$ cat src/rtl/sp_pack_pkg.sv
package sp_pack_pkg;

  typedef enum logic [2:0] {
    CLS_ZERO = 3'd0,
    CLS_NUM  = 3'd1,
    CLS_INF  = 3'd2,
    CLS_QNAN = 3'd3,
    CLS_SNAN = 3'd4
  } valClass_e;

  typedef enum logic [1:0] {
    RM_NEAR  = 2'b00,
    RM_ZERO  = 2'b01,
    RM_PLUS  = 2'b10,
    RM_MINUS = 2'b11
  } roundMode_e;

  localparam int SP_FRAC_W = 23;
  localparam int SP_SIG_W  = 24;
  localparam int SP_BIAS   = 127;
  localparam logic [7:0] SP_EXP_MAX = 8'hFF;

  typedef struct packed {
    logic load;
  } ctrlStrobe_t;

endpackage

$ cat src/rtl/sp_pack_ctrl.sv
module sp_pack_ctrl
  import sp_pack_pkg::*;
(
  input  logic        clk,
  input  logic        rstN,
  input  logic        inValid,
  input  logic        outReady,
  output logic        inReady,
  output logic        outValid,
  output ctrlStrobe_t strobe
);

  logic validQ;

  assign inReady    = !validQ || outReady;
  assign strobe.load = inValid && inReady;
  assign outValid   = validQ;

  always_ff @(posedge clk) begin
    if (!rstN) begin
      validQ <= 1'b0;
    end else if (strobe.load) begin
      validQ <= 1'b1;
    end else if (outReady) begin
      validQ <= 1'b0;
    end
  end

endmodule

$ cat src/rtl/sp_pack_dpath.sv
module sp_pack_dpath
  import sp_pack_pkg::*;
#(
  parameter int EXP_W  = 10,
  parameter int MANT_W = 24
) (
  input  logic              clk,
  input  logic              rstN,
  input  ctrlStrobe_t       strobe,
  input  logic [2:0]        inClass,
  input  logic              inSign,
  input  logic [EXP_W-1:0]  inExp,
  input  logic [MANT_W-1:0] inMant,
  input  logic [1:0]        inGuard,
  input  logic              inSticky,
  input  logic [1:0]        roundMode,
  input  logic              uflowTrapEn,
  output logic [31:0]       outWord,
  output logic              outInexact,
  output logic              outRoundedUp,
  output logic              outOverflow,
  output logic              outUnderflow
);

  localparam int FULL_W     = MANT_W + 2;
  localparam int PRE_SHIFT  = MANT_W - SP_SIG_W;
  localparam int BX_W       = EXP_W + 2;
  localparam int SH_W       = BX_W + 1;

  // Biased exponent and subnormal detection
  logic signed [BX_W-1:0] biased;
  logic                   isSub;
  logic [BX_W-1:0]        deficit;
  logic [SH_W-1:0]        shAmt;

  assign biased  = $signed({{2{inExp[EXP_W-1]}}, inExp}) + $signed(BX_W'(SP_BIAS));
  assign isSub   = biased[BX_W-1] || (biased == '0);
  assign deficit = BX_W'(-biased);
  assign shAmt   = isSub ? SH_W'(PRE_SHIFT + 1) + SH_W'(deficit) : SH_W'(PRE_SHIFT);

  // Alignment shift: everything shifted out joins sticky
  logic [FULL_W-1:0] fullVal, shifted, restored;
  logic              lostBits;

  assign fullVal  = {inMant, inGuard};
  assign shifted  = fullVal >> shAmt;
  assign restored = shifted << shAmt;
  assign lostBits = (restored != fullVal);

  logic [SP_SIG_W-1:0] kept;
  logic [1:0]          gr;
  logic                stk;
  logic                inexact;
  logic                bump;

  assign kept    = shifted[SP_SIG_W+1:2];
  assign gr      = shifted[1:0];
  assign stk     = lostBits || inSticky;
  assign inexact = (gr != 2'b00) || stk;

  always_comb begin
    unique case (roundMode_e'(roundMode))
      RM_NEAR:  bump = gr[1] && (gr[0] || stk || kept[0]);
      RM_ZERO:  bump = 1'b0;
      RM_PLUS:  bump = inexact && !inSign;
      RM_MINUS: bump = inexact && inSign;
      default:  bump = 1'b0;
    endcase
  end

  logic [SP_SIG_W:0]   sum;
  logic [BX_W-1:0]     expAdj;
  logic                ovf;
  logic                toInf;

  assign sum    = {1'b0, kept} + (SP_SIG_W+1)'(bump);
  assign expAdj = biased + BX_W'(sum[SP_SIG_W]);
  assign ovf    = !isSub && (expAdj >= BX_W'(255));

  always_comb begin
    unique case (roundMode_e'(roundMode))
      RM_NEAR:  toInf = 1'b1;
      RM_ZERO:  toInf = 1'b0;
      RM_PLUS:  toInf = !inSign;
      RM_MINUS: toInf = inSign;
      default:  toInf = 1'b1;
    endcase
  end

  // NaN payload: keep upper fraction bits, force quiet bit
  logic [SP_FRAC_W-1:0] nanFrac;
  generate
    if (MANT_W - 2 >= SP_FRAC_W - 1) begin : g_nanTrunc
      assign nanFrac = {1'b1, inMant[MANT_W-3 -: SP_FRAC_W-1]};
    end else begin : g_nanPad
      assign nanFrac = {1'b1, inMant[MANT_W-3:0], {(SP_FRAC_W+1-MANT_W){1'b0}}};
    end
  endgenerate

  // Result selection
  logic [31:0] nxtWord;
  logic        nxtInexact, nxtUp, nxtOvf, nxtUf;

  always_comb begin
    nxtWord    = {inSign, 31'd0};
    nxtInexact = 1'b0;
    nxtUp      = 1'b0;
    nxtOvf     = 1'b0;
    nxtUf      = 1'b0;
    unique case (valClass_e'(inClass))
      CLS_ZERO: nxtWord = {inSign, 31'd0};
      CLS_INF:  nxtWord = {inSign, SP_EXP_MAX, {SP_FRAC_W{1'b0}}};
      CLS_QNAN,
      CLS_SNAN: nxtWord = {inSign, SP_EXP_MAX, nanFrac};
      CLS_NUM: begin
        nxtInexact = inexact;
        nxtUp      = bump;
        if (isSub) begin
          // sum[23] set means promotion to exponent 1, fraction 0
          nxtWord = {inSign, 7'd0, sum[SP_SIG_W-1], sum[SP_FRAC_W-1:0]};
          nxtUf   = !sum[SP_SIG_W-1] && (inexact || uflowTrapEn);
        end else if (ovf) begin
          nxtOvf  = toInf;
          nxtWord = toInf ? {inSign, SP_EXP_MAX, {SP_FRAC_W{1'b0}}}
                          : {inSign, 8'hFE, {SP_FRAC_W{1'b1}}};
        end else begin
          nxtWord = {inSign, expAdj[7:0], sum[SP_FRAC_W-1:0]};
        end
      end
      default: nxtWord = {inSign, 31'd0};
    endcase
  end

  always_ff @(posedge clk) begin
    if (!rstN) begin
      outWord      <= '0;
      outInexact   <= 1'b0;
      outRoundedUp <= 1'b0;
      outOverflow  <= 1'b0;
      outUnderflow <= 1'b0;
    end else if (strobe.load) begin
      outWord      <= nxtWord;
      outInexact   <= nxtInexact;
      outRoundedUp <= nxtUp;
      outOverflow  <= nxtOvf;
      outUnderflow <= nxtUf;
    end
  end

endmodule

$ cat src/rtl/sp_pack_round.sv
module sp_pack_round
  import sp_pack_pkg::*;
#(
  parameter int EXP_W  = 10,
  parameter int MANT_W = 24
) (
  input  logic              clk,
  input  logic              rstN,
  input  logic              inValid,
  output logic              inReady,
  input  logic [2:0]        inClass,
  input  logic              inSign,
  input  logic [EXP_W-1:0]  inExp,
  input  logic [MANT_W-1:0] inMant,
  input  logic [1:0]        inGuard,
  input  logic              inSticky,
  input  logic [1:0]        roundMode,
  input  logic              uflowTrapEn,
  output logic              outValid,
  input  logic              outReady,
  output logic [31:0]       outWord,
  output logic              outInexact,
  output logic              outRoundedUp,
  output logic              outOverflow,
  output logic              outUnderflow
);

  ctrlStrobe_t strobe;

  sp_pack_ctrl u_ctrl (
    .clk      (clk),
    .rstN     (rstN),
    .inValid  (inValid),
    .outReady (outReady),
    .inReady  (inReady),
    .outValid (outValid),
    .strobe   (strobe)
  );

  sp_pack_dpath #(.EXP_W(EXP_W), .MANT_W(MANT_W)) u_dpath (
    .clk          (clk),
    .rstN         (rstN),
    .strobe       (strobe),
    .inClass      (inClass),
    .inSign       (inSign),
    .inExp        (inExp),
    .inMant       (inMant),
    .inGuard      (inGuard),
    .inSticky     (inSticky),
    .roundMode    (roundMode),
    .uflowTrapEn  (uflowTrapEn),
    .outWord      (outWord),
    .outInexact   (outInexact),
    .outRoundedUp (outRoundedUp),
    .outOverflow  (outOverflow),
    .outUnderflow (outUnderflow)
  );

endmodule

$ cat config.mk
export PLATFORM = sky130hd
export DESIGN_NAME = sp_pack_round
export DESIGN_NICKNAME = d
export VERILOG_FILES = /design/src/rtl/sp_pack_pkg.sv /design/src/rtl/sp_pack_ctrl.sv /design/src/rtl/sp_pack_dpath.sv /design/src/rtl/sp_pack_round.sv
export SDC_FILE = /design/constraint.sdc
export NUM_CORES = 1
export LEC_CHECK = 0
export BUFFER_PORTS_ARGS = -buffer_cell sky130_fd_sc_hd__buf_2
export CELL_PAD_IN_SITES_DETAIL_PLACEMENT = 1
export CELL_PAD_IN_SITES_GLOBAL_PLACEMENT = 1
export CORE_MARGIN = 2
export CORE_UTILIZATION = 30
export CTS_CLUSTER_DIAMETER = 100
export CTS_CLUSTER_SIZE = 40
export DETAILED_ROUTE_END_ITERATION = 8
export PLACE_DENSITY = 0.61
export SETUP_SLACK_MARGIN = 0.4
export SLEW_MARGIN = 20
export SYNTH_ARGS = -nofsm -noshare
export SYNTH_HDL_FRONTEND = slang
export SYNTH_SLANG_ARGS = --single-unit
$ cat constraint.sdc
create_clock -name clk -period 10.55 [get_ports clk]
set_input_delay 2.6375 -clock clk [delete_from_list [all_inputs] [get_ports clk]]
set_output_delay 2.6375 -clock clk [all_outputs]
set_load 0.01 [all_outputs]
# Word level (Yosys, flattened, before mapping)
# Index checks and enable logic that the tools add are counted.
[word_totals] register_bits=37 latch_bits=0 mem_bits_rw=0 mem_bits_ro=0 input_bits=48 wordCells=60 mem_count=0
[op_classes] n_addsub=5 multipliers=0 n_div=0 n_lt_le_gt_ge=1 n_eq_ne=8 shift=2 n_mux=16 n_bitwise=0 n_reduce_logical=22
[op_table] op="case mux 31 bit (3 select lines)" count=1
[op_table] op="2-to-1 mux 31 bit" count=2
[op_table] op="!= test 26 bit" count=1
[op_table] op="left shift 26 x 13 -> 26 bit" count=1
[op_table] op="right shift 26 x 13 -> 26 bit" count=1
[op_table] op="adder 24 x 1 -> 25 bit" count=1
[op_table] op="2-to-1 mux 24 bit" count=1
[op_table] op="adder 1 x 12 -> 13 bit, first input constant" count=1
[op_table] op="2-to-1 mux 13 bit" count=1
[op_table] op="adder 12 x 1 -> 12 bit" count=1
[op_table] op="greater-or-equal comparator 12 x 8 -> 1 bit, second input constant" count=1
[op_table] op="zero test 12 bit" count=1
[op_table] op="negation 12 bit" count=1
[op_table] op="adder 10 x 8 -> 11 bit, second input constant" count=1
[op_table] op="2-to-1 mux 1 bit" count=9
[op_table] op="case mux 1 bit (4 select lines)" count=2
[op_table] op="logical OR 1 bit" count=7
[op_table] op="equality test 3 x 2 -> 1 bit, second input constant" count=2
[op_table] op="logical AND 1 bit" count=6
[op_table] op="equality test 2 bit, second input constant" count=2
[op_table] op="zero test 1 bit" count=4
[op_table] op="nonzero test 2 bit" count=2
[op_table] op="equality test 3 x 1 -> 1 bit, second input constant" count=1
[op_table] op="equality test 3 bit, second input constant" count=1
[op_table] op="other kinds (3)" count=3

# Depth between registers and ports, before layout
# Gate-level depths: netlist of run 1.
[depth] ltp_word=19 ltp_mapped=47

# By module
# Synthesis of run 1 repeated with hierarchy kept, for this count alone.
[hier_totals] cells_unflattened=1166 area_unflattened_um2=7833.8
[modules_own_cells] module="sp_pack_dpath" n_inst=1 cells_each=1161 area_per_inst_um2=7776.2 seq_area_each_um2=720.7
[modules_own_cells] module="sp_pack_ctrl" n_inst=1 cells_each=5 area_per_inst_um2=57.6 seq_area_each_um2=20.0

# Least setup slack after synthesis of run 1
# OpenSTA, ideal clock, no wires.
[synth_timing] path_type="input to register" start="input port inExp[0]" end="register u_dpath.outWord[21]" t_arrival_ps=11129 required_ps=10474 setup_slack_ps=-655 cell_stages=42 path_cell_list="inv_2 -> ha_1 -> or3b_2 -> clkbuf_1 -> nor3_1 -> xnor2_1 -> o211ai_1 -> a21oi_2 -> buf_2 -> mux2i_1 -> o211ai_1 -> and2_1 -> a21oi_1 -> a221oi_2 -> or3_2 -> a21bo_1 -> a31oi_1 -> a2111oi_2 -> (+6 left out) -> nand3_1 -> nor4_1 -> nand2b_1 -> nand2b_4 -> nor3_1 -> ha_1 -> ha_1 -> nand3_1 -> nor3_1 -> mux2i_1 -> a32o_1 -> o21ai_0 -> and2_1 -> clkbuf_1 -> clkbuf_1 -> clkbuf_1 -> o21ai_0 -> a21boi_0"
[synth_between] elab_chain_len=19 word_cells_on_any_way=26
[synth_lines] element="start, declared" line="sp_pack_round.sv:13" rtl="input logic [EXP_W-1:0] inExp,"
[synth_lines] element="adder 10 x 8 -> 11 bit *" line="sp_pack_dpath.sv:36" rtl="assign biased = $signed({{2{inExp[EXP_W-1]}}, inExp}) + $signed(BX_W'(SP_BIAS));"
[synth_lines] element="negation 12 bit or zero test 12 bit (tied branches)" line="sp_pack_dpath.sv:38, sp_pack_dpath.sv:37"
[synth_lines] element="adder 1 x 12 -> 13 bit or logical OR 1 bit (tied branches)" line="sp_pack_dpath.sv:39, sp_pack_dpath.sv:37"
[synth_lines] element="2-to-1 mux 13 bit" line="sp_pack_dpath.sv:39" rtl="assign shAmt = isSub ? SH_W'(PRE_SHIFT + 1) + SH_W'(deficit) : SH_W'(PRE_SHIFT);"
[synth_lines] element="right shift 26 x 13 -> 26 bit" line="sp_pack_dpath.sv:46" rtl="assign shifted = fullVal >> shAmt;"
[synth_lines] element="left shift 26 x 13 -> 26 bit" line="sp_pack_dpath.sv:47" rtl="assign restored = shifted << shAmt;"
[synth_lines] element="!= test 26 bit" line="sp_pack_dpath.sv:48" rtl="assign lostBits = (restored != fullVal);"
[synth_lines] element="logical OR 1 bit" line="sp_pack_dpath.sv:58" rtl="assign stk = lostBits || inSticky;"
[synth_lines] element="(+3 left out)"
[synth_lines] element="case mux 1 bit (4 select lines)" line="sp_pack_dpath.sv:62" rtl="unique case (roundMode_e'(roundMode))"
[synth_lines] element="adder 24 x 1 -> 25 bit" line="sp_pack_dpath.sv:76" rtl="assign sum = {1'b0, kept} + (SP_SIG_W+1)'(bump);"
[synth_lines] element="adder 12 x 1 -> 12 bit" line="sp_pack_dpath.sv:77" rtl="assign expAdj = biased + BX_W'(sum[SP_SIG_W]);"
[synth_lines] element="greater-or-equal comparator 12 x 8 -> 1 bit" line="sp_pack_dpath.sv:78" rtl="assign ovf = !isSub && (expAdj >= BX_W'(255));"
[synth_lines] element="logical AND 1 bit" line="sp_pack_dpath.sv:78"
[synth_lines] element="2-to-1 mux 31 bit" line="sp_pack_dpath.sv:122" rtl="end else if (ovf) begin"
[synth_lines] element="2-to-1 mux 31 bit *" line="sp_pack_dpath.sv:118" rtl="if (isSub) begin"
[synth_lines] element="case mux 31 bit (3 select lines) *" line="sp_pack_dpath.sv:110" rtl="unique case (valClass_e'(inClass))"
[synth_lines] element="end signal, assigned" line="sp_pack_dpath.sv:142" rtl="outWord <= nxtWord;"
[synth_lines] element="end, declared" line="sp_pack_dpath.sv:18" rtl="output logic [31:0] outWord,"
# Every way passes the cells marked *; elsewhere a longest branch is shown, timed or not.
# A chain may end at the register's enable or synchronous reset.

# Final worst setup path of run 1
[layout_timing] start="input port inExp[0]" end="register u_dpath.outWord[1]"
# Same word-level chain as after synthesis.

==> impl_metrics.ini, run 1 <==
[run_status]
status = finished with violations
violations = negative setup slack

[sta]
finalHoldViolations = 0
finalSetupViolations = 27
tightest_slew_ns = 1.25
timing.final.max_slew_violations = 0
fin_ws_ns = -0.387
tns_ns = -6.39
fin_crit_ns = 10.94
fin_skew_ns = 0.00693
fmax_mhz = 91.4
slew_headroom_pct = 16.5
holdWs_ns = 0.474
rsz0062_at_grt = yes
final.period_utilization_pct = 104

[final_layout]
fin_area_mm2 = 0.0137
layout-drive-gt1-share_pct = 50.9
fin_nets = 1697
area_growth_syn_to_layout_pct = 80.6
final_cells = 1975

[route]
drt_iter0_drc = 1428
wl_met2_um = 26700
vias = 12800
ant_nets = 0
routed_via_density = 6.47
wl_met3_um = 6090
routed.top_layer = met5
firstDrtPassIters = 5
wirelength_met1_um = 23300
wl_per_cell_um = 30.5
route.detailed.drc = 0
wirelength_um = 60300

[worst_hold_path]
hp-start = u_dpath.outWord[31]
hold_class = reg2reg
whs_endpoint = u_dpath.outWord[31]
min_path_cells = 2

[placement]
placed_cells = 1872
placed_area_mm2 = 0.0114
gp_congestion = 1.06
io_buffer_count = 85
post-dp-hpwl_um = 44700

[cts]
htree_levels = 2
cts_tree = built
clock_sinks = 37
hold_buffers = 0
cts_root_buf = clkbuf_16
insertion_delay_ns = 0.28
cts_inserted_buffers = 5
clk_pin_slew_ns = 0.06
clock_path_buffers = 2

[worst_setup_path]
regToRegSetupSlack_ns = 7.52
cp_max_fo = 8
end_kind = flop
worstReg2RegStart = u_ctrl.outValid
crit_path_max_incr_delay_ns = 0.55
crit_type = in2reg
cp.required_ns = 10.73
startpoint_type = input pin
reg2reg_to = u_dpath.outWord[19]
crit_arrival_ns = 11.12
crit_path_frequent_cell = buf_4
reg2reg_depth = 8
crit_path_top_delay_cell = or4b_4

[power]
power.switching_uw = 595
p_total_uw = 1260
max-vdd-ir-drop_mv = 0.0763
switching_share_pct = 47.3
p_comb_share_pct = 72.4
p_per_area_mw_per_mm2 = 91.9
cellInternalPower_uw = 662
p_leak_uw = 0.00568
p_seq_share_pct = 11.7
p_clk_share_pct = 15.9

[floorplanning]
die_h_um = 163
core_mm2 = 0.0250
rows = 58
pin_count = 86
die_w_um = 163
dieArea_mm2 = 0.0265
initial_core_util_pct = 30.4

[yosys]
syn-instance-count = 1134
synth_edf_count = 0
syn-num-nets = 1189
async_reset_ff_share_pct = 0
synth_cell_types = 110
synth_ff_type = dfxtp_1
syn-cell-area_mm2 = 0.00758
seq_area_frac_synth_pct = 9.78
syn_area_per_cell_um2 = 6.68
synth.ff_latch_count = 37
yosysWarnings = 0

[global_routing]
grt_overflow = 0
track_usage_pct = 42.9
antenna_found_initial = 5
grt_pass1_vias = 12700
grt_pass1_wl_um = 84000
grt_max_degree = 41

[flow_run]
cap_violations = 0
-- repair_timing --
item / CTS / global route
setup endpoints to repair: 32 / 32
cloned: 2 / 0
resized for setup: 202 / 103
pin swaps: 95 / 60
buffers inserted: 67 / 24
-- cell usage after synthesis, types with 7 or more instances --
library cell / number / area, um^2
xnor2_1: 24 / 210
or3_1: 13 / 81.3
buf_2: 13 / 65.1
mux2i_1: 20 / 200
a32o_1: 7 / 70.1
nand3_1: 56 / 280
a221oi_1: 8 / 70.1
o21ai_0: 84 / 420
o31ai_1: 7 / 52.6
buf_1: 9 / 33.8
a21boi_0: 15 / 113
or2_2: 7 / 43.8
a22oi_1: 18 / 135
o21ai_1: 10 / 50.1
inv_1: 9 / 33.8
nand4_1: 14 / 87.6
o22a_1: 7 / 61.3
nand2b_1: 10 / 62.6
ha_1: 7 / 87.6
a21oi_1: 100 / 500
a31oi_1: 19 / 119
a21o_1: 8 / 60.1
nor4_1: 11 / 68.8
clkbuf_1: 60 / 225
a211oi_1: 9 / 67.6
o2111ai_1: 10 / 87.6
nor2_1: 94 / 353
o221ai_1: 10 / 87.6
o211ai_1: 35 / 263
o22ai_1: 18 / 113
and3_1: 16 / 100
and2_1: 12 / 75.1
xor2_1: 15 / 131
nor3_1: 31 / 155
nand2_1: 123 / 462
dfxtp_1: 37 / 741
a32oi_1: 11 / 96.3
nor2b_1: 26 / 163
-- cell families after synthesis --
group	share of synthesized area, %
XOR/XNOR	5.40
buffers and inverters	5.37
AO/OA/AOI/OAI	44.0
adder cells (fa/ha/maj)	1.16
AND/OR/NAND/NOR	30.8
flip-flops	9.78
multiplexers	3.47
-- through the flow --
| stage | utilization, % | setup WS (ns) |
|---|---|---|
| 2_1_floorplan | - | 0.338 |
| 3_3_place_gp | 45.6 | -1.19 |
| 3_5_place_dp | 45.6 | -1.36 |
| 4_1_cts | 52.0 | 0.0214 |
| 5_1_grt | 54.8 | -0.588 |
| 6_report | 54.8 | -0.387 |
-- layout make-up --
cell class / instances / area [um^2]
tap: 330 / 413
inverter: 10 / 42.5
timing repair buffer: 586 / 4430
fill: 3101 / 11300
multi-input combinational: 1002 / 7850
clock inverter: 3 / 68.8
antenna: 2 / 5.00
sequential: 37 / 741
clock buffer: 5 / 125
-- placed cells by master (no fill, tap or decap), drive strengths merged, types with 12 or more instances in the layout --
cell,Yosys,layout
a21boi,18,18
dfxtp,37,37
and2,13,14
xnor2,24,24
mux2i,21,21
o211ai,35,35
and3,16,16
nand2,124,124
a21oi,106,106
nor3,36,36
o21ai,98,98
a32oi,12,12
a31oi,21,21
or3,16,16
xor2,15,15
nor4,13,13
buf,27,586
nor2b,26,26
nand4,14,14
a22oi,19,19
nand3,58,58
o22ai,19,19
nor2,95,96
-- registers in the layout, summed over array words and instances (netlist names) --
signal and count:
u_dpath.outWord 32, u_dpath.outRoundedUp 1, u_ctrl.outValid 1, u_dpath.outInexact 1, u_dpath.outOverflow 1, u_dpath.outUnderflow 1
-- worst max path at each step --
| stage | from | to | slack (ns) | depth (start not counted) |
|---|---|---|---|---|
| detailed placement | inExp[0] | u_dpath.outWord[1] | -1.36 | 41 |
| floorplan | inExp[3] | u_dpath.outWord[13] | 0.34 | 41 |
| CTS | inExp[0] | u_dpath.outWord[1] | 0.02 | 46 |
| global placement | inExp[0] | u_dpath.outWord[1] | -1.19 | 41 |
| global route | inExp[0] | u_dpath.outWord[2] | -0.59 | 51 |
| finish | inExp[0] | u_dpath.outWord[1] | -0.39 | 49 |
-- power by group through the flow --
stage | Clock, uW | Sequential (uW) | Combinational, uW
floorplan | 0 | 153 | 324
global placement | 0 | 150 | 708
detailed placement | 0 | 150 | 712
CTS | 199 | 147 | 813
global route | 203 | 148 | 937
finish | 200 | 147 | 909
-- critical path, delay by kind of cell --
family / cells / cell delay, ns
simple gates: 19 / 3.50
compound gates: 16 / 2.71
buf+inv: 9 / 1.40
fa+ha+maj: 4 / 0.76
mux: 1 / 0.08
-- metal layers --
layer | vias up | global-route usage (%)
met3 | 220 | 9.37
met5 | - | 0
met4 | 4 | 22.4
met2 | 808 | 68.3
met1 | 6316 | 54.2
li1 | 5435 | -
Power figures use the tool's default switching activity.
==> run 2, diff against run 1 <==
--- a/config.mk
+++ b/config.mk
@@ -13,7 +13,7 @@
 export CTS_CLUSTER_DIAMETER = 100
 export CTS_CLUSTER_SIZE = 40
 export DETAILED_ROUTE_END_ITERATION = 8
-export PLACE_DENSITY = 0.61
+export PLACE_DENSITY = 0.59
 export SETUP_SLACK_MARGIN = 0.4
 export SLEW_MARGIN = 20
 export SYNTH_ARGS = -nofsm -noshare
==> constraint.sdc (replaced) <==
create_clock -name clk -period 11.6 [get_ports clk]
set_input_delay 2.9 -clock clk [delete_from_list [all_inputs] [get_ports clk]]
set_output_delay 2.9 -clock clk [all_outputs]
set_load 0.01 [all_outputs]
==> run 2 against run 1 <==
The run now ends clean. Core utilization fell by 4.4 points. Register-to-register slack improved by 0.97 ns. Final area fell by 8.1%. Power fell by 19%. Cell count fell by 4.5%. Global-route usage fell by 3.2 points. Sequential cell count did not move. Wire length fell by 8.9%. Critical endpoint is now u_dpath.outWord[6]. Largest power group unchanged.
==> impl_metrics.ini, run 2 (synthesis gave the netlist of run 1 again) <==
[run_status]
status = complete, no violations

[final_layout]
largest_reg_flops = 32
layout_common_cells = 387 x buf_4, 116 x nand2_1, 86 x a21oi_1
diodes = 0
fin_nets = 1610
area_growth_syn_to_layout_pct = 66.0
final_cells = 1886
layout-drive-gt1-share_pct = 45.8
fin_area_mm2 = 0.0126
utilization_pct = 50.4
top_register = u_dpath.outWord
fillers = 3218
layout_commonest_cell = buf_4

[cts]
htree_levels = 2
insertion_delay_ns = 0.28
hold_buffers = 0
clk_pin_slew_ns = 0.06
clock_path_buffers = 2
clock_sinks = 37
cts_tree = built
cts_root_buf = clkbuf_16
cts_inserted_buffers = 5

[power]
p_leak_uw = 0.00512
p_per_area_mw_per_mm2 = 80.5
max-vdd-ir-drop_mv = 0.0734

[worst_setup_path]
cp.required_ns = 11.78
crit_arrival_ns = 11.21
end_kind = flop
crit_path_max_incr_delay_ns = 0.58
reg2reg_to = u_dpath.outWord[20]
regToRegSetupSlack_ns = 8.49
crit_path_top_delay_cell = or4b_4
cp_max_fo = 8
worstReg2RegStart = u_ctrl.outValid
reg2reg_depth = 9
crit_type = in2reg
startpoint_type = input pin

[flow_run]
cap_violations = 0

[placement]
gp_congestion = 1.01
post-dp-hpwl_um = 43600
placed_cells = 1838
placed_area_mm2 = 0.0109
io_buffer_count = 85

[sta]
tightest_slew_ns = 1.07
fmax_mhz = 90.7
finalSetupViolations = 0
timing.final.max_slew_violations = 0
finalHoldViolations = 0
final.period_utilization_pct = 95.1
rsz0062_at_grt = yes
fin_skew_ns = 0.00394
fin_crit_ns = 11.03
slew_headroom_pct = 28.3

[worst_hold_path]
hp-start = u_dpath.outRoundedUp
min_path_cells = 2
whs_endpoint = u_dpath.outRoundedUp
hold_class = reg2reg

[floorplanning]
rows = 58
die_w_um = 163
initial_core_util_pct = 30.4
die_h_um = 163
pin_count = 86
core_mm2 = 0.0250
dieArea_mm2 = 0.0265

[global_routing]
grt_pass1_wl_um = 77900
grt_max_degree = 41
track_usage_pct = 39.6
antenna_found_initial = 1
grt_overflow = 0
grt_pass1_vias = 11700

[route]
firstDrtPassIters = 6
drt_iter0_drc = 1255
ant_nets = 0
wirelength_um = 54900
wl_per_cell_um = 29.1
vias = 12000
route.detailed.drc = 0
routed_via_density = 6.37
[run 2: cell types whose count changed in the layout (fill, tap and decap cells not counted), sizes merged]
| cell | previous run | this run |
|---|---|---|
| and2 | 14 | 13 |
| buf | 586 | 501 |
| bufinv | 2 | 0 |
| clkinv | 0 | 2 |
| clkinvlp | 0 | 1 |
| diode | 2 | 0 |
| inv | 11 | 10 |
| nor2 | 96 | 95 |
[run 2: metrics by stage]
step / power [uW] / setup TNS (ns) / setup WS (ns) / hold slack [ns]
after floorplan: 422 / 0 / 0.418 / 0.485
after global placement: 755 / -21.75 / -0.854 / 0.450
after detailed placement: 758 / -20.91 / -0.832 / 0.465
after CTS: 921 / 0 / 0.412 / 0.473
after global routing: 1050 / 0 / 0.175 / 0.504
final: 1010 / 0 / 0.569 / 0.471
[run 2: how the worst max path moves through the flow]
| stage | start | endpoint | slack [ns] | depth (start not counted) |
|---|---|---|---|---|
| 2_1_floorplan | inExp[0] | u_dpath.outWord[21] | 0.42 | 42 |
| 3_3_place_gp | inExp[1] | u_dpath.outWord[3] | -0.85 | 41 |
| 3_5_place_dp | inExp[1] | u_dpath.outWord[1] | -0.83 | 41 |
| 4_1_cts | inExp[1] | u_dpath.outWord[16] | 0.41 | 46 |
| 5_1_grt | inExp[0] | u_dpath.outWord[9] | 0.17 | 47 |
| 6_report | inExp[0] | u_dpath.outWord[6] | 0.57 | 48 |
[run 2: what timing repair did]
| action | 4_1_cts | 5_1_grt |
|---|---|---|
| buffers inserted | 11 | 26 |
| gates cloned | 2 | 1 |
| setup endpoints to repair | 32 | 32 |
| gates resized for setup | 76 | 163 |
| pin swaps | 18 | 71 |
[run 2: metal layers]
metal	GRT usage [%]	routed length, um	vias to the layer above
li1	-	-	5253
met2	62.2	24100	629
met3	5.07	4470	171
met4	21.2	3570	0
met5	0	0	-
met1	52.8	22800	5956
[run 2: critical path: cells and delay by family]
family | cells | cell delay, ns
simple gates | 20 | 3.60
mux | 2 | 0.32
buf+inv | 12 | 1.67
fa+ha+maj | 4 | 0.79
compound gates | 10 | 1.93
[run 2: report_power, final]
group          internal [uW]  total, uW  leakage, uW  switching (uW)
combinational            305        745      0.00475             440
sequential               132        134     0.000301            2.48
clock                   78.8        133    0.0000696            54.6
total                    516       1010      0.00512             497
[run 2: cell type report]
cell class / count / area, um^2 / share of cell area [%]
inverter: 10 / 37.5 / 0.298
timing repair buffer: 501 / 3720 / 29.6
sequential: 37 / 741 / 5.89
clock buffer: 5 / 125 / 0.995
multi-input combinational: 1000 / 7530 / 59.8
clock inverter: 3 / 17.5 / 0.139
tap: 330 / 413 / 3.28
==> run 3, diff against run 2 <==
--- a/config.mk
+++ b/config.mk
@@ -9,11 +9,11 @@
 export CELL_PAD_IN_SITES_DETAIL_PLACEMENT = 1
 export CELL_PAD_IN_SITES_GLOBAL_PLACEMENT = 1
 export CORE_MARGIN = 2
-export CORE_UTILIZATION = 30
+export CORE_UTILIZATION = 44
 export CTS_CLUSTER_DIAMETER = 100
 export CTS_CLUSTER_SIZE = 40
 export DETAILED_ROUTE_END_ITERATION = 8
-export PLACE_DENSITY = 0.59
+export PLACE_DENSITY = 0.82
 export SETUP_SLACK_MARGIN = 0.4
 export SLEW_MARGIN = 20
 export SYNTH_ARGS = -nofsm -noshare
==> constraint.sdc (replaced) <==
create_clock -name clk -period 11.6 [get_ports clk]
set_input_delay 2.32 -clock clk [delete_from_list [all_inputs] [get_ports clk]]
set_output_delay 2.32 -clock clk [all_outputs]
set_load 0.01 [all_outputs]
==> run 3 against run 2 <==
Hold slack better by 0.012 ns. Wire length down 12%. Highest routed layer unchanged. Sequential cell count unchanged. Setup slack worse by 0.23 ns. Clock power up 23%. First-iteration DRC count up 32%. Critical path type unchanged. Critical endpoint is now u_dpath.outWord[19].
==> impl_metrics.ini, run 3 (synthesis gave the netlist of run 1 again) <==
[sta]
fin_skew_ns = 0.00575
fin_crit_ns = 11.27
finalHoldViolations = 0
rsz0062_at_grt = no
final.period_utilization_pct = 97.1
slew_headroom_pct = 31.1
fin_ws_ns = 0.335
timing.final.max_slew_violations = 0
finalSetupViolations = 0
fmax_mhz = 88.8
tightest_slew_ns = 1.03

[global_routing]
grt_pass1_vias = 10900
antenna_found_initial = 0
grt_overflow = 0
grt_pass1_wl_um = 67400
track_usage_pct = 48.4
grt_max_degree = 41

[power]
p_total_uw = 870
cellInternalPower_uw = 424
p_leak_uw = 0.00363
power.switching_uw = 445
p_clk_share_pct = 18.8
max-vdd-ir-drop_mv = 0.0805
p_comb_share_pct = 65.8
p_seq_share_pct = 15.5
switching_share_pct = 51.2
p_per_area_mw_per_mm2 = 90.2

[final_layout]
fillers = 2201
top_register = u_dpath.outWord
final_cells = 1499
area_growth_syn_to_layout_pct = 27.2
layout_commonest_cell = buf_4
layout-drive-gt1-share_pct = 29.0
layout_common_cells = 128 x buf_4, 118 x nand2_1, 96 x a21oi_1
fin_nets = 1333
utilization_pct = 57.7
diodes = 0
largest_reg_flops = 32

[worst_setup_path]
end_kind = flop
cp_max_fo = 13
regToRegSetupSlack_ns = 8.50
worstReg2RegStart = u_ctrl.outValid
crit_path_top_delay_cell = or4b_4
worstPathBufferInverterCount = 5
cp.required_ns = 11.75
endpoint = u_dpath.outWord[19]
startpoint_type = input pin
reg2reg_to = u_dpath.outWord[20]
crit_type = in2reg
crit_arrival_ns = 11.41
crit_family = simple AND/OR/NAND/NOR gates
crit_path_frequent_cell = ha_2
startpoint = inExp[1]
reg2reg_depth = 9
cp.depth = 42
crit_path_max_incr_delay_ns = 0.59

[placement]
placed_cells = 1465
gp_congestion = 1.19
dp_slack_ns = -0.167
post-dp-hpwl_um = 34700
io_buffer_count = 85

[floorplanning]
rows = 47
core_mm2 = 0.0167
initial_core_util_pct = 45.4
pin_count = 86
die_w_um = 135
die_h_um = 135
dieArea_mm2 = 0.0183

[route]
routed.top_layer = met4
firstDrtPassIters = 8
drt_iter0_drc = 1655
wl_met3_um = 6920
route.detailed.drc = 0
vias = 11600
ant_nets = 0
wirelength_met1_um = 17700
wirelength_um = 48400
wl_met2_um = 19800
wl_per_cell_um = 32.3
routed_via_density = 7.72

[cts]
cts_tree = built
clock_path_buffers = 2
cts_root_buf = clkbuf_16
clk_pin_slew_ns = 0.07
hold_buffers = 0
clock_sinks = 37
cts_inserted_buffers = 5
insertion_delay_ns = 0.29
htree_levels = 2

[worst_hold_path]
min_path_cells = 2
hp-start = u_dpath.outWord[31]
hold_class = reg2reg

[run_status]
status = complete, no violations

[flow_run]
cap_violations = 0
==> run 3: cell type report <==
cell class	count	area, um^2	area share [%]
clock buffers	5	125	1.30
multi-input cells	1001	6890	71.4
repair buffers	223	1530	15.9
clock inverters	3	46.3	0.480
well taps	220	275	2.85
flip-flops and latches	37	741	7.68
inverters	10	37.5	0.389
==> run 3: worst min path at each step <==
stage / endpoint / slack [ns]
finish: u_dpath.outWord[31] / 0.48
detailed placement: u_dpath.outWord[12] / 0.46
global placement: u_dpath.outWord[31] / 0.45
global route: u_dpath.outWord[31] / 0.52
floorplan: u_dpath.outWord[15] / 0.49
CTS: u_dpath.outWord[31] / 0.49
==> run 3: per-stage QoR <==
step,hold slack [ns],cell area [um^2],setup TNS [ns]
after detailed placement,0.458,8790,-2.33
final,0.483,9640,0
after CTS,0.488,9020,0
after global routing,0.515,9640,0
after floorplan,0.485,7580,0
after global placement,0.450,8790,0
==> run 3: routing by layer <==
layer	global-route usage (%)	vias to the layer above
met3	13.2	305
met5	0	-
met2	70.4	1058
met1	62.0	5502
met4	33.0	0
li1	-	4701
==> run 3: worst min-delay path, cell delays in order (launching register included) <==
cell and delay [ns]:
dfxtp_1 0.31, nand2_1 0.05, a21boi_0 0.07
==> run 3: power groups by stage <==
| stage | clock network [uW] | logic [uW] | registers (uW) |
|---|---|---|---|
| 2_1_floorplan | 0 | 282 | 139 |
| 3_3_place_gp | 0 | 483 | 137 |
| 3_5_place_dp | 0 | 487 | 137 |
| 4_1_cts | 158 | 495 | 134 |
| 5_1_grt | 168 | 582 | 135 |
| 6_report | 163 | 572 | 134 |
==> run 3: timing repair <==
| action | in CTS | in global routing |
|---|---|---|
| resized for setup | 13 | 99 |
| buffers inserted | 1 | 23 |
| cloned | 0 | 2 |
| pin swaps | 2 | 24 |
| endpoints found under the setup margin | 28 | 32 |
